## src/rtl/mseq_pkg.sv

```systemverilog
package mseq_pkg;

  typedef enum logic [2:0] {
    ST_MUTE    = 3'd0,
    ST_SOFT    = 3'd1,
    ST_RAMP_UP = 3'd2,
    ST_PLAY    = 3'd3,
    ST_RAMP_DN = 3'd4
  } mseq_state_e;

endpackage

```

## src/rtl/mseq_cond.sv

```systemverilog
// Condition qualifier: folds the three unmute conditions into a go flag
// and a clock-loss flag used for the instant-mute path.
module mseq_cond (
  input  logic ratio_ok,
  input  logic bclk_present,
  input  logic mute_n,
  output logic go_ok,
  output logic clk_lost
);

  always_comb begin
    clk_lost = !(ratio_ok && bclk_present);
    go_ok    = !clk_lost && mute_n;
  end

endmodule

```

## src/rtl/mseq_soft_timer.sv

```systemverilog
// Counts frame strobes while the soft unmute runs; clears when idle.
module mseq_soft_timer #(
  parameter int CNT_W = 14
) (
  input  logic             clk,
  input  logic             rst,
  input  logic             active,
  input  logic             stb,
  input  logic [CNT_W-1:0] limit,
  output logic             expire
);

  logic [CNT_W-1:0] cnt_q;

  always_comb begin
    expire = active && stb && (cnt_q == (limit - CNT_W'(1)));
  end

  always_ff @(posedge clk) begin
    if (rst) begin
      cnt_q <= '0;
    end else if (!active) begin
      cnt_q <= '0;
    end else if (stb) begin
      cnt_q <= cnt_q + CNT_W'(1);
    end
  end

endmodule

```

## src/rtl/mseq_vol_ramp.sv

```systemverilog
// Attenuation register: all-ones is full mute, zero is full scale.
module mseq_vol_ramp #(
  parameter int VOL_W = 8
) (
  input  logic             clk,
  input  logic             rst,
  input  logic             force_mute,
  input  logic             step_louder,
  input  logic             step_softer,
  output logic [VOL_W-1:0] vol,
  output logic             at_full_scale,
  output logic             at_full_mute
);

  localparam logic [VOL_W-1:0] VOL_MUTE = '1;

  logic [VOL_W-1:0] vol_q;

  always_comb begin
    vol           = vol_q;
    at_full_scale = (vol_q == '0);
    at_full_mute  = (vol_q == VOL_MUTE);
  end

  always_ff @(posedge clk) begin
    if (rst) begin
      vol_q <= VOL_MUTE;
    end else if (force_mute) begin
      vol_q <= VOL_MUTE;
    end else if (step_louder && (vol_q != '0)) begin
      vol_q <= vol_q - VOL_W'(1);
    end else if (step_softer && (vol_q != VOL_MUTE)) begin
      vol_q <= vol_q + VOL_W'(1);
    end
  end

endmodule

```

## src/rtl/mseq_fsm.sv

```systemverilog
// Sequencing state machine with registered driver and status outputs.
module mseq_fsm (
  input  logic                 clk,
  input  logic                 rst,
  input  logic                 go_ok,
  input  logic                 clk_lost,
  input  logic                 mute_n,
  input  logic                 stb,
  input  logic                 timer_expire,
  input  logic                 vol_at_scale,
  input  logic                 vol_at_mute,
  output logic                 timer_active,
  output logic                 first_done,
  output logic                 vol_force,
  output logic                 vol_louder,
  output logic                 vol_softer,
  output logic                 state_mute,
  output logic                 driver_en
);

  import mseq_pkg::*;

  mseq_state_e st_q, st_d;
  logic        first_q;
  logic        drv_q;
  logic        mute_q;

  always_comb begin
    st_d = st_q;
    unique case (st_q)
      ST_MUTE: begin
        if (go_ok) st_d = ST_SOFT;
      end
      ST_SOFT: begin
        if (clk_lost || !mute_n) st_d = ST_MUTE;
        else if (timer_expire)   st_d = ST_RAMP_UP;
      end
      ST_RAMP_UP: begin
        if (clk_lost)                   st_d = ST_MUTE;
        else if (!mute_n)               st_d = ST_RAMP_DN;
        else if (stb && vol_at_scale)   st_d = ST_PLAY;
      end
      ST_PLAY: begin
        if (clk_lost)     st_d = ST_MUTE;
        else if (!mute_n) st_d = ST_RAMP_DN;
      end
      ST_RAMP_DN: begin
        if (clk_lost)                 st_d = ST_MUTE;
        else if (stb && vol_at_mute)  st_d = ST_MUTE;
      end
      default: st_d = ST_MUTE;
    endcase
  end

  always_comb begin
    timer_active = (st_q == ST_SOFT);
    vol_force    = (st_d == ST_MUTE);
    vol_louder   = (st_q == ST_RAMP_UP) && (st_d == ST_RAMP_UP) && stb;
    vol_softer   = (st_q == ST_RAMP_DN) && (st_d == ST_RAMP_DN) && stb;
    first_done   = first_q;
    state_mute   = mute_q;
    driver_en    = drv_q;
  end

  always_ff @(posedge clk) begin
    if (rst) begin
      st_q    <= ST_MUTE;
      first_q <= 1'b0;
      drv_q   <= 1'b0;
      mute_q  <= 1'b1;
    end else begin
      st_q   <= st_d;
      drv_q  <= (st_d != ST_MUTE);
      mute_q <= (st_d == ST_MUTE);
      if ((st_q == ST_SOFT) && (st_d == ST_RAMP_UP)) begin
        first_q <= 1'b1;
      end
    end
  end

endmodule

```

## src/rtl/audio_mute_seq.sv

```systemverilog
// Top level of the mute/unmute sequencer.
module audio_mute_seq #(
  parameter int FIRST_FRAMES = 16368,
  parameter int LATER_FRAMES = 2000,
  parameter int VOL_W        = 8
) (
  input  logic             clk,
  input  logic             rst,
  input  logic             ratio_ok,
  input  logic             bclk_present,
  input  logic             mute_n,
  input  logic             frame_stb,
  output logic             state_mute,
  output logic             driver_en,
  output logic [VOL_W-1:0] vol_code,
  output logic             unmute_done
);

  localparam int MAX_FRAMES = (FIRST_FRAMES > LATER_FRAMES) ? FIRST_FRAMES : LATER_FRAMES;
  localparam int CNT_W      = $clog2(MAX_FRAMES + 1);

  logic             go_ok;
  logic             clk_lost;
  logic             timer_active;
  logic             timer_expire;
  logic             first_done;
  logic             vol_force;
  logic             vol_louder;
  logic             vol_softer;
  logic             vol_at_scale;
  logic             vol_at_mute;
  logic [CNT_W-1:0] soft_limit;

  always_comb begin
    soft_limit  = first_done ? CNT_W'(LATER_FRAMES) : CNT_W'(FIRST_FRAMES);
    unmute_done = first_done;
  end

  mseq_cond cond_i (
    .ratio_ok     (ratio_ok),
    .bclk_present (bclk_present),
    .mute_n       (mute_n),
    .go_ok        (go_ok),
    .clk_lost     (clk_lost)
  );

  mseq_soft_timer #(.CNT_W(CNT_W)) timer_i (
    .clk    (clk),
    .rst    (rst),
    .active (timer_active),
    .stb    (frame_stb),
    .limit  (soft_limit),
    .expire (timer_expire)
  );

  mseq_vol_ramp #(.VOL_W(VOL_W)) ramp_i (
    .clk           (clk),
    .rst           (rst),
    .force_mute    (vol_force),
    .step_louder   (vol_louder),
    .step_softer   (vol_softer),
    .vol           (vol_code),
    .at_full_scale (vol_at_scale),
    .at_full_mute  (vol_at_mute)
  );

  mseq_fsm fsm_i (
    .clk          (clk),
    .rst          (rst),
    .go_ok        (go_ok),
    .clk_lost     (clk_lost),
    .mute_n       (mute_n),
    .stb          (frame_stb),
    .timer_expire (timer_expire),
    .vol_at_scale (vol_at_scale),
    .vol_at_mute  (vol_at_mute),
    .timer_active (timer_active),
    .first_done   (first_done),
    .vol_force    (vol_force),
    .vol_louder   (vol_louder),
    .vol_softer   (vol_softer),
    .state_mute   (state_mute),
    .driver_en    (driver_en)
  );

endmodule

```

## config.mk

```make
export PLATFORM = sky130hd
export DESIGN_NAME = audio_mute_seq
export DESIGN_NICKNAME = d
export VERILOG_FILES = /design/src/rtl/mseq_pkg.sv /design/src/rtl/mseq_cond.sv /design/src/rtl/mseq_soft_timer.sv /design/src/rtl/mseq_vol_ramp.sv /design/src/rtl/mseq_fsm.sv /design/src/rtl/audio_mute_seq.sv
export SDC_FILE = /design/constraint.sdc
export NUM_CORES = 1
export LEC_CHECK = 0
export BUFFER_PORTS_ARGS = -buffer_cell sky130_fd_sc_hd__buf_2
export CORE_ASPECT_RATIO = 0.7
export CORE_UTILIZATION = 55
export DETAILED_ROUTE_END_ITERATION = 8
export PLACE_DENSITY = 0.76
export SYNTH_ARGS = -nofsm -noshare
export SYNTH_HDL_FRONTEND = slang
export SYNTH_SLANG_ARGS = --single-unit
export TNS_END_PERCENT = 5
```

## constraint.sdc

```tcl
create_clock -name clk -period 3.05 [get_ports clk]
set_input_delay 0.4575 -clock clk [delete_from_list [all_inputs] [get_ports clk]]
set_output_delay 0.4575 -clock clk [all_outputs]
set_load 0.02 [all_outputs]
```

==> impl_metrics.env, run 1 <==
export IMPL_final_common_cell="dfxtp_1"
export IMPL_cp_num_cells=8
export IMPL_drc_errors=0
export IMPL_hold_path_class="in2reg"
export IMPL_detail_route_iter0_violations=70
export IMPL_cts_inserted_buffers=3
export IMPL_critPathLaunchType="flip-flop"
export IMPL_drtAntennaViolNets=0
export IMPL_ys_types=43
export IMPL_async_reset_ff_share_pct=0
export IMPL_fmax_mhz=354
export IMPL_synth_compound_area_share_pct=12.4
export IMPL_wl_met2_um=1390
export IMPL_synth_simple_area_share_pct=26.1
export IMPL_grt_first_pass_wirelength_um=5130
export IMPL_via_per_inst=5.65
export IMPL_top_layer="met4"
export IMPL_fp_dieH_um=46.0
export IMPL_leakage_uw=0.000620
export IMPL_vias=1232
export IMPL_slew_headroom_pct=54.7
export IMPL_fin_tns_setup_ns=0
export IMPL_synthAdderAreaFrac_pct=7.08
export IMPL_antenna_cells=0
export IMPL_r2r_setup_slack_ns=0.22
export IMPL_status="finished clean"
export IMPL_utilization_pct=67.3
export IMPL_worst_path_max_delay_cell="nor4_1"
export IMPL_pre_cts_ws_ns=0.121
export IMPL_nets=199
export IMPL_syn_nets=180
export IMPL_rr_worst_depth=8
export IMPL_dp_hpwl_um=2250
export IMPL_root_buffer="clkbuf_8"
export IMPL_gp_congestion=0.837
export IMPL_slew_viol_final=0
export IMPL_synth_mux_area_share_pct=4.04
export IMPL_drt_wl_total_um=3170
export IMPL_synth_seq_cells=28
export IMPL_wl_met1_um=1580
export IMPL_crit_start="ramp_i.vol[5]"
export IMPL_setup_viol=0
export IMPL_crit_buf_inv=0
export IMPL_synthFlopType="dfxtp_1"
export IMPL_die_area_um2=2980
export IMPL_synth_edf_count=0
export IMPL_synth_area_leaders="dfxtp_1 37%, xnor2_1 6.9%, ha_1 5.8%, nor2_1 4.7%, mux2i_1 3.3%"
export IMPL_finalWorstSetupSlack_ns=0.223
export IMPL_synth_top_family_by_area="simple AND/OR/NAND/NOR gates"
export IMPL_synth_top_area_cell="dfxtp_1"
export IMPL_clk_pin_slew_worst_paths_ns=0.09
export IMPL_post_drt_wl_per_cell_um=14.5
export IMPL_core_um2=2530
export IMPL_syn_inst=166
export IMPL_slowest_delay_ns=0.62
export IMPL_power_per_cell_area_nw_per_um2=397
export IMPL_worstMarginPinSlew_ns=0.673
export IMPL_drv_cap=0
export IMPL_synth_top_area_share_pct=36.9
export IMPL_syn_avg_cell_area_um2=9.15
export IMPL_final_layout_size_suffix_gt1_share_pct=15.2
export IMPL_worstHoldStart="rst"
export IMPL_holdPathStages=2
export IMPL_clk_latency_ns=0.27
export IMPL_grt_pass1_vias=1132
export IMPL_finClkSkew_ns=0.00232
export IMPL_cts_tree="built"
export IMPL_antenna_found_initial=0
export IMPL_ys_seq_area_share_pct=36.9
export IMPL_cp_end_kind="flip-flop"
export IMPL_hold_viol_final=0
export IMPL_rows=15
export IMPL_ys_warn_count=0
export IMPL_min_period_ns=2.83
export IMPL_grt_ovfl_total=0
export IMPL_whs_endpoint="fsm_i.first_done"
export IMPL_die_w_um=64.8
export IMPL_place_inst=214
export IMPL_cts_buffer_depth=2
export IMPL_rsz0062_at_grt="false"
export IMPL_synthXorXnorAreaFrac_pct=9.80
export IMPL_crit_fanout=9
export IMPL_crit_arrival_ns=3.00
export IMPL_worstReg2RegEnd="ramp_i.vol[7]"
export IMPL_r2r_start="ramp_i.vol[5]"
export IMPL_crit_chain="nor4_1 > a211oi_4 > ha_1 > a21o_1 > and4_1 > nor4_1 > o32ai_1 > mux2_2"
export IMPL_initial_utilization_pct=60.0
export IMPL_grt_total_usage_pct=23.6
export IMPL_period_share_pct=92.7
export IMPL_io_buffer_count=16
export IMPL_drtPass1Iterations=4
export IMPL_instances_no_fill=218
export IMPL_syn2layout_area_growth_pct=12.3
export IMPL_wl_met3_um=175
export IMPL_syn_area_um2=1520
export IMPL_io_pins=17
export IMPL_vdd_drop_max_v=0.000299
export IMPL_cts_sinks=28
export IMPL_grt_max_degree=17
export IMPL_h_tree_depth=1
export IMPL_final_cell_mix="28 x dfxtp_1, 19 x nor2_1, 16 x buf_2, 12 x xnor2_1, 10 x nand2_1"
export IMPL_setup_worst_path_class="reg2reg"
export IMPL_crit_top_cell="nor4_1"
export IMPL_crit_required_ns=3.22
export IMPL_crit_family="simple AND/OR/NAND/NOR gates"
==> cell type report <==
class / count / area (um^2)
Tap cell: 34 / 42.5
Multi-Input combinational cell: 128 / 910
Timing Repair Buffer: 19 / 103
Sequential cell: 28 / 561
Clock buffer: 3 / 41.3
Clock inverter: 1 / 30.0
Inverter: 5 / 18.8
Fill cell: 217 / 828
==> metrics by stage <==
step | cell area, um^2 | hold slack, ns | total power, uW
floorplan | 1520 | 0.477 | 387
global placement | 1630 | 0.493 | 392
detailed placement | 1630 | 0.504 | 393
CTS | 1700 | 0.398 | 682
global route | 1710 | 0.424 | 698
finish | 1710 | 0.415 | 677
==> worst max-delay path by stage <==
stage / endpoint
2_1_floorplan: ramp_i.vol[7]
3_3_place_gp: ramp_i.vol[7]
3_5_place_dp: ramp_i.vol[7]
4_1_cts: ramp_i.vol[7]
5_1_grt: ramp_i.vol[7]
6_report: ramp_i.vol[7]
==> timing repair <==
item | in CTS | in global routing
gates resized for setup | 0 | 1
setup endpoints to repair | 0 | 1
hold buffers | 0 | 0
setup buffers | 0 | 0
==> cells by family (layout without fill, tap and decap cells) <==
group           after synthesis  after routing
simple gates                 69             69
compound gates               28             28
flops                        28             28
xor+xnor                     17             17
buf+inv                      10             28
fa+ha+maj                     8              8
mux                           6              6
==> synth_stat cells, types with 2 or more instances <==
master	number
a21oi_1	9
dfxtp_1	28
xor2_1	5
mux2i_1	5
buf_6	2
o21ai_0	4
ha_1	7
nor4_1	4
nor3b_1	2
xnor2_1	12
o211ai_1	2
inv_1	5
nand2_1	10
and4_1	4
nor3_1	2
a21o_1	3
clkbuf_1	2
nand2b_1	4
nor2_1	19
nand3_1	7
and3_1	4
nand4_1	4
or3_1	2
==> state kept, by name, summed over array words and instances (netlist names) <==
register	flops
fsm_i.st_q	3
fsm_i.first_done	1
timer_i.cnt_q	14
fsm_i.driver_en	1
ramp_i.vol	8
fsm_i.state_mute	1
==> routing by layer <==
layer / vias to the layer above / global-route usage [%]
li1: 628 / -
met1: 568 / 31.9
met2: 34 / 37.7
met3: 2 / 5.50
met4: 0 / 8.00
met5: - / 0
==> where the power goes <==
group | internal [uW] | switching [uW] | leakage [uW]
sequential | 366 | 0.629 | 0.000226
combinational | 6.68 | 11.6 | 0.000358
clock | 176 | 116 | 0.0000357
total | 549 | 128 | 0.000620
Note: power is estimated with default switching activity, not from simulation.
==> run 2, diff against run 1 <==
- BUFFER_PORTS_ARGS: -buffer_cell sky130_fd_sc_hd__buf_2 -> default
- CORE_MARGIN: default -> 2
- DONT_BUFFER_PORTS: default -> 1
- GPL_TIMING_DRIVEN: default -> 0
- PLACE_DENSITY: 0.76 -> 0.7
==> run 2 against run 1 <==
Compared with the run above: combinational power is 31% lower; non-clock buffer count is 14 lower; first-iteration DRC count is 17% lower; worst hold slack worse by 0.18 ns; die area is 7.6% higher; clock skew hardly changed; sequential power hardly changed; critical endpoint unchanged; largest cell class unchanged.
==> impl_metrics.env, run 2 (synthesis gave the netlist of run 1 again) <==
export IMPL_power_frac_clock_pct=43.1
export IMPL_crit_chain="nor4_1 > a211oi_2 > ha_1 > and4_1 > nor4_1 > o32ai_1 > mux2_2"
export IMPL_setup_viol=0
export IMPL_gp_congestion=0.812
export IMPL_die_w_um=66.8
export IMPL_p_switching_uw=121
export IMPL_final_common_cell="dfxtp_1"
export IMPL_root_buffer="clkbuf_8"
export IMPL_clk_pin_slew_worst_paths_ns=0.09
export IMPL_hold_viol_final=0
export IMPL_leakage_uw=0.000573
export IMPL_dp_hpwl_um=2230
export IMPL_antenna_cells=0
export IMPL_crit_fanout=5
export IMPL_vdd_drop_max_v=0.000277
export IMPL_finClkSkew_ns=0.00208
export IMPL_netSwitchingFraction_pct=18.1
export IMPL_vias=1223
export IMPL_worst_path_max_delay_cell="nor4_1"
export IMPL_post_cts_buffers=0
export IMPL_initial_utilization_pct=60.0
export IMPL_drtPass1Iterations=4
export IMPL_slowest_delay_ns=0.63
export IMPL_grt_total_usage_pct=21.8
export IMPL_slew_viol_final=0
export IMPL_via_per_inst=5.97
export IMPL_utilization_pct=65.0
export IMPL_rows=15
export IMPL_drv_cap=0
export IMPL_slew_headroom_pct=54.1
export IMPL_critPathLaunchType="flip-flop"
export IMPL_crit_required_ns=3.23
export IMPL_cts_tree="built"
export IMPL_final_cell_mix="28 x dfxtp_1, 19 x nor2_1, 12 x xnor2_1, 10 x nand2_1, 9 x a21oi_1"
export IMPL_setup_worst_path_class="reg2reg"
export IMPL_io_pins=17
export IMPL_period_share_pct=95.6
export IMPL_min_period_ns=2.91
export IMPL_fin_tns_setup_ns=0
export IMPL_cts_sinks=28
export IMPL_h_tree_depth=1
export IMPL_fp_dieH_um=48.0
export IMPL_drtAntennaViolNets=0
export IMPL_drc_errors=0
export IMPL_power_per_cell_area_nw_per_um2=406
export IMPL_grt_first_pass_wirelength_um=5000
export IMPL_grt_ovfl_total=0
export IMPL_nets=186
export IMPL_crit_buf_inv=0
export IMPL_worstMarginPinSlew_ns=0.684
export IMPL_core_um2=2530
export IMPL_fillCellCount=214
export IMPL_clk_latency_ns=0.28
export IMPL_p_seq_share_pct=55.0
export IMPL_timing_hold_ws_ns=0.237
export IMPL_pwr_share_comb_pct=1.9
export IMPL_cp_end_kind="flip-flop"
export IMPL_drt_wl_total_um=3010
export IMPL_cts_buffer_depth=2
export IMPL_crit_arrival_ns=3.09
export IMPL_grt_max_degree=17
export IMPL_intPower_uw=548
export IMPL_fmax_mhz=343
export IMPL_detail_route_iter0_violations=58
export IMPL_io_buffer_count=0
export IMPL_cts_inserted_buffers=3
export IMPL_grt_pass1_vias=1134
export IMPL_syn2layout_area_growth_pct=8.40
export IMPL_antenna_found_initial=0
export IMPL_die_area_um2=3200
export IMPL_crit_top_cell="nor4_1"
export IMPL_final_layout_size_suffix_gt1_share_pct=7.60
export IMPL_largest_register_ffs=14
export IMPL_post_drt_wl_per_cell_um=14.7
export IMPL_status="finished clean"
export IMPL_hold_path_class="in2reg"
export IMPL_regMostFlops="timer_i.cnt_q"
export IMPL_crit_family="simple AND/OR/NAND/NOR gates"
==> run 2: cell types whose count changed in the layout (fill, tap and decap cells not counted), sizes merged <==
cell,change
a211oi,+1
buf,-16
clkbuf,+2
==> run 2: area by class of cell <==
cell class / count / area, um^2 / area share [%]
multi-input combinational: 129 / 916 / 55.6
clock inverter: 1 / 30.0 / 1.82
tap: 34 / 42.5 / 2.58
buffer: 5 / 37.5 / 2.28
sequential: 28 / 561 / 34.0
inverter: 5 / 18.8 / 1.14
clock buffer: 3 / 41.3 / 2.51
==> run 2: path summary, 6_finish.rpt <==
path	from	to	slack (ns)	depth (start not counted)
max	ramp_i.vol[4]	ramp_i.vol[7]	0.14	7
min	rst	fsm_i.first_done	0.24	1
max reg2reg	ramp_i.vol[4]	ramp_i.vol[7]	0.14	7
min reg2reg	timer_i.cnt_q[10]	timer_i.cnt_q[10]	0.53	2
==> run 2: repair_timing <==
action	CTS	global route
endpoints found under the setup margin	0	1
hold buffers	0	0
resized for setup	0	1
hold endpoints to repair	0	0
==> run 2: worst reg2reg max path, stage by stage, from the launching register on <==
cell and delay (ns):
dfxtp_1 0.44, nor4_1 0.63, a211oi_2 0.26, ha_1 0.43, and4_1 0.30, nor4_1 0.07, o32ai_1 0.32, mux2_2 0.37
==> run 2: through the flow <==
step / area [um^2] / setup slack [ns] / instances / total power (uW)
final: 1650 / 0.135 / 205 / 669
after global routing: 1650 / -0.00318 / 205 / 697
after CTS: 1630 / 0.0455 / 204 / 676
after detailed placement: 1560 / 0.0611 / 200 / 389
after global placement: 1560 / 0.118 / 200 / 388
after floorplan: 1520 / 0.425 / 166 / 387
==> run 2: layer usage <==
metal,wire length (um),GRT usage [%],share of wire (%)
met5,0,0,0
met4,53,9.80,1.8
met3,224,7.29,7.4
met2,1350,36.2,45
met1,1380,26.6,46
==> run 2: power by group through the flow <==
| stage | clock network (uW) | logic (uW) | registers (uW) |
|---|---|---|---|
| finish | 288 | 12.5 | 368 |
| global route | 315 | 14.0 | 368 |
| detailed placement | 0 | 12.3 | 377 |
| CTS | 296 | 12.3 | 368 |
| floorplan | 0 | 10.2 | 376 |
| global placement | 0 | 11.8 | 376 |
==> run 3, diff against run 2 <==
- CORE_ASPECT_RATIO: 0.7 -> 0.9
==> run 3 against run 2 <==
Compared with the run above: count of clock-buffer cells in the layout stayed put; sequential share of layout area up 1.1 points; maximum frequency is 0.28% higher; largest cell class unchanged.
==> impl_metrics.env, run 3 (synthesis gave the netlist of run 1 again) <==
export IMPL_drv_cap=0
export IMPL_intPower_uw=419
export IMPL_initial_utilization_pct=56.7
export IMPL_slew_headroom_pct=58.7
export IMPL_die_w_um=59.4
export IMPL_hold_buffers=0
export IMPL_timing_hold_ws_ns=0.192
export IMPL_worstHoldStart="rst"
export IMPL_crit_arrival_ns=3.13
export IMPL_clk_latency_ns=0.32
export IMPL_detail_route_iter0_violations=49
export IMPL_cts_tree="built"
export IMPL_worst_path_max_delay_cell="dfxtp_1"
export IMPL_hold_viol_final=0
export IMPL_h_tree_depth=1
export IMPL_grt_max_degree=15
export IMPL_io_buffer_count=0
export IMPL_holdPathStages=1
export IMPL_period_share_pct=95.3
export IMPL_drc_errors=0
export IMPL_root_buffer="clkbuf_4"
export IMPL_syn2layout_area_growth_pct=4.86
export IMPL_slew_viol_final=0
export IMPL_netSwitchingFraction_pct=20.3
export IMPL_fin_tns_setup_ns=0
export IMPL_fmax_mhz=344
export IMPL_post_route_cell_area_um2=1590
export IMPL_worstReg2RegEnd="ramp_i.vol[7]"
export IMPL_io_pins=17
export IMPL_rows=18
export IMPL_p_seq_share_pct=70.1
export IMPL_cts_buffer_depth=2
export IMPL_power_per_cell_area_nw_per_um2=330
export IMPL_p_switching_uw=107
export IMPL_cts_inserted_buffers=3
export IMPL_r2r_setup_slack_ns=0.14
export IMPL_vias=1218
export IMPL_crit_required_ns=3.27
export IMPL_largest_register_ffs=14
export IMPL_pwr_share_comb_pct=2.3
export IMPL_setup_worst_path_class="reg2reg"
export IMPL_die_area_um2=3200
export IMPL_setup_viol=0
export IMPL_grt_first_pass_wirelength_um=4920
export IMPL_worstMarginPinSlew_ns=0.619
export IMPL_critPathLaunchType="flip-flop"
export IMPL_core_um2=2680
export IMPL_min_period_ns=2.91
export IMPL_cts_sinks=28
export IMPL_vdd_drop_max_v=0.000332
export IMPL_crit_family="compound AO/OA/AOI/OAI gates"
export IMPL_antenna_cells=0
export IMPL_dp_hpwl_um=2180
export IMPL_final_common_cell="dfxtp_1"
export IMPL_drtPass1Iterations=4
export IMPL_antenna_found_initial=0
export IMPL_finClkSkew_ns=0.00733
export IMPL_regMostFlops="timer_i.cnt_q"
export IMPL_rr_worst_depth=8
export IMPL_cp_end_kind="flip-flop"
export IMPL_slowest_delay_ns=0.63
export IMPL_final_cell_mix="28 x dfxtp_1, 19 x nor2_1, 12 x xnor2_1, 10 x nand2_1, 9 x a21oi_1"
export IMPL_leakage_uw=0.000557
export IMPL_grt_ovfl_total=0
export IMPL_post_drt_wl_per_cell_um=14.4
export IMPL_crit_buf_inv=0
export IMPL_crit_fanout=8
export IMPL_status="finished clean"
export IMPL_via_per_inst=6.09
export IMPL_hold_path_class="in2reg"
export IMPL_final_layout_size_suffix_gt1_share_pct=7.65
export IMPL_placed_area_um2=1560
export IMPL_power_frac_clock_pct=27.6
export IMPL_nets=186
export IMPL_drtAntennaViolNets=0
export IMPL_drt_wl_total_um=2870
export IMPL_fp_dieH_um=53.9
export IMPL_grt_total_usage_pct=20.1
export IMPL_rsz0062_at_grt="false"
export IMPL_p_total_uw=525
export IMPL_clk_pin_slew_worst_paths_ns=0.14
export IMPL_gp_congestion=0.755
export IMPL_whs_endpoint="fsm_i.first_done"
export IMPL_grt_pass1_vias=1166
export IMPL_crit_chain="nor4_2 > a211oi_2 > ha_1 > a21o_1 > and4_1 > o22a_1 > o32ai_1 > mux2_2"
export IMPL_r2r_start="ramp_i.vol[0]"
run 3: cell count changes in the layout (fill, tap and decap cells not counted):
cell / delta
buf_4: +1
a211oi_1: -1
clkbuf_8: -3
bufinv_16: -1
clkbuf_4: +3
run 3: power groups by stage:
stage | Sequential [uW] | Clock [uW] | Combinational, uW
5_1_grt | 369 | 171 | 13.5
3_3_place_gp | 377 | 0 | 11.9
2_1_floorplan | 376 | 0 | 10.2
6_report | 369 | 145 | 12.0
3_5_place_dp | 377 | 0 | 12.1
4_1_cts | 369 | 150 | 12.2
run 3: cell type report:
| cell class | count | area, um^2 |
|---|---|---|
| well taps | 30 | 37.5 |
| multi-input cells | 128 | 908 |
| plain buffers | 5 | 37.5 |
| clock buffers | 3 | 22.5 |
| fillers | 255 | 1090 |
| repair buffers | 1 | 7.51 |
| flip-flops and latches | 28 | 561 |
| inverters | 5 | 18.8 |
run 3: repair_timing:
action                                  CTS  global route
gates resized for setup                   0             1
setup buffers                             0             1
endpoints found under the setup margin    0             1
run 3: routing by layer:
metal	GRT usage, %	vias up	share of wire, %
li1	-	607	-
met1	25.2	592	48
met2	34.4	17	48
met3	5.05	2	3.5
met5	0	-	0
met4	5.68	0	0.45
run 3: metrics by stage:
step                      utilization (%)  setup slack, ns  cells
after CTS                            58.9           0.0209    199
after floorplan                         -            0.425    166
final                                59.4            0.144    200
after detailed placement             58.1           0.0371    196
after global routing                 59.4           0.0103    200
after global placement               58.1            0.163    196
run 3: worst max path at each step:
stage,start,to,cells after the start
3_3_place_gp,ramp_i.vol[0],ramp_i.vol[7],8
2_1_floorplan,ramp_i.vol[0],ramp_i.vol[7],8
6_report,ramp_i.vol[0],ramp_i.vol[7],8
5_1_grt,ramp_i.vol[0],ramp_i.vol[7],8
4_1_cts,ramp_i.vol[0],ramp_i.vol[7],8
3_5_place_dp,ramp_i.vol[0],ramp_i.vol[7],8
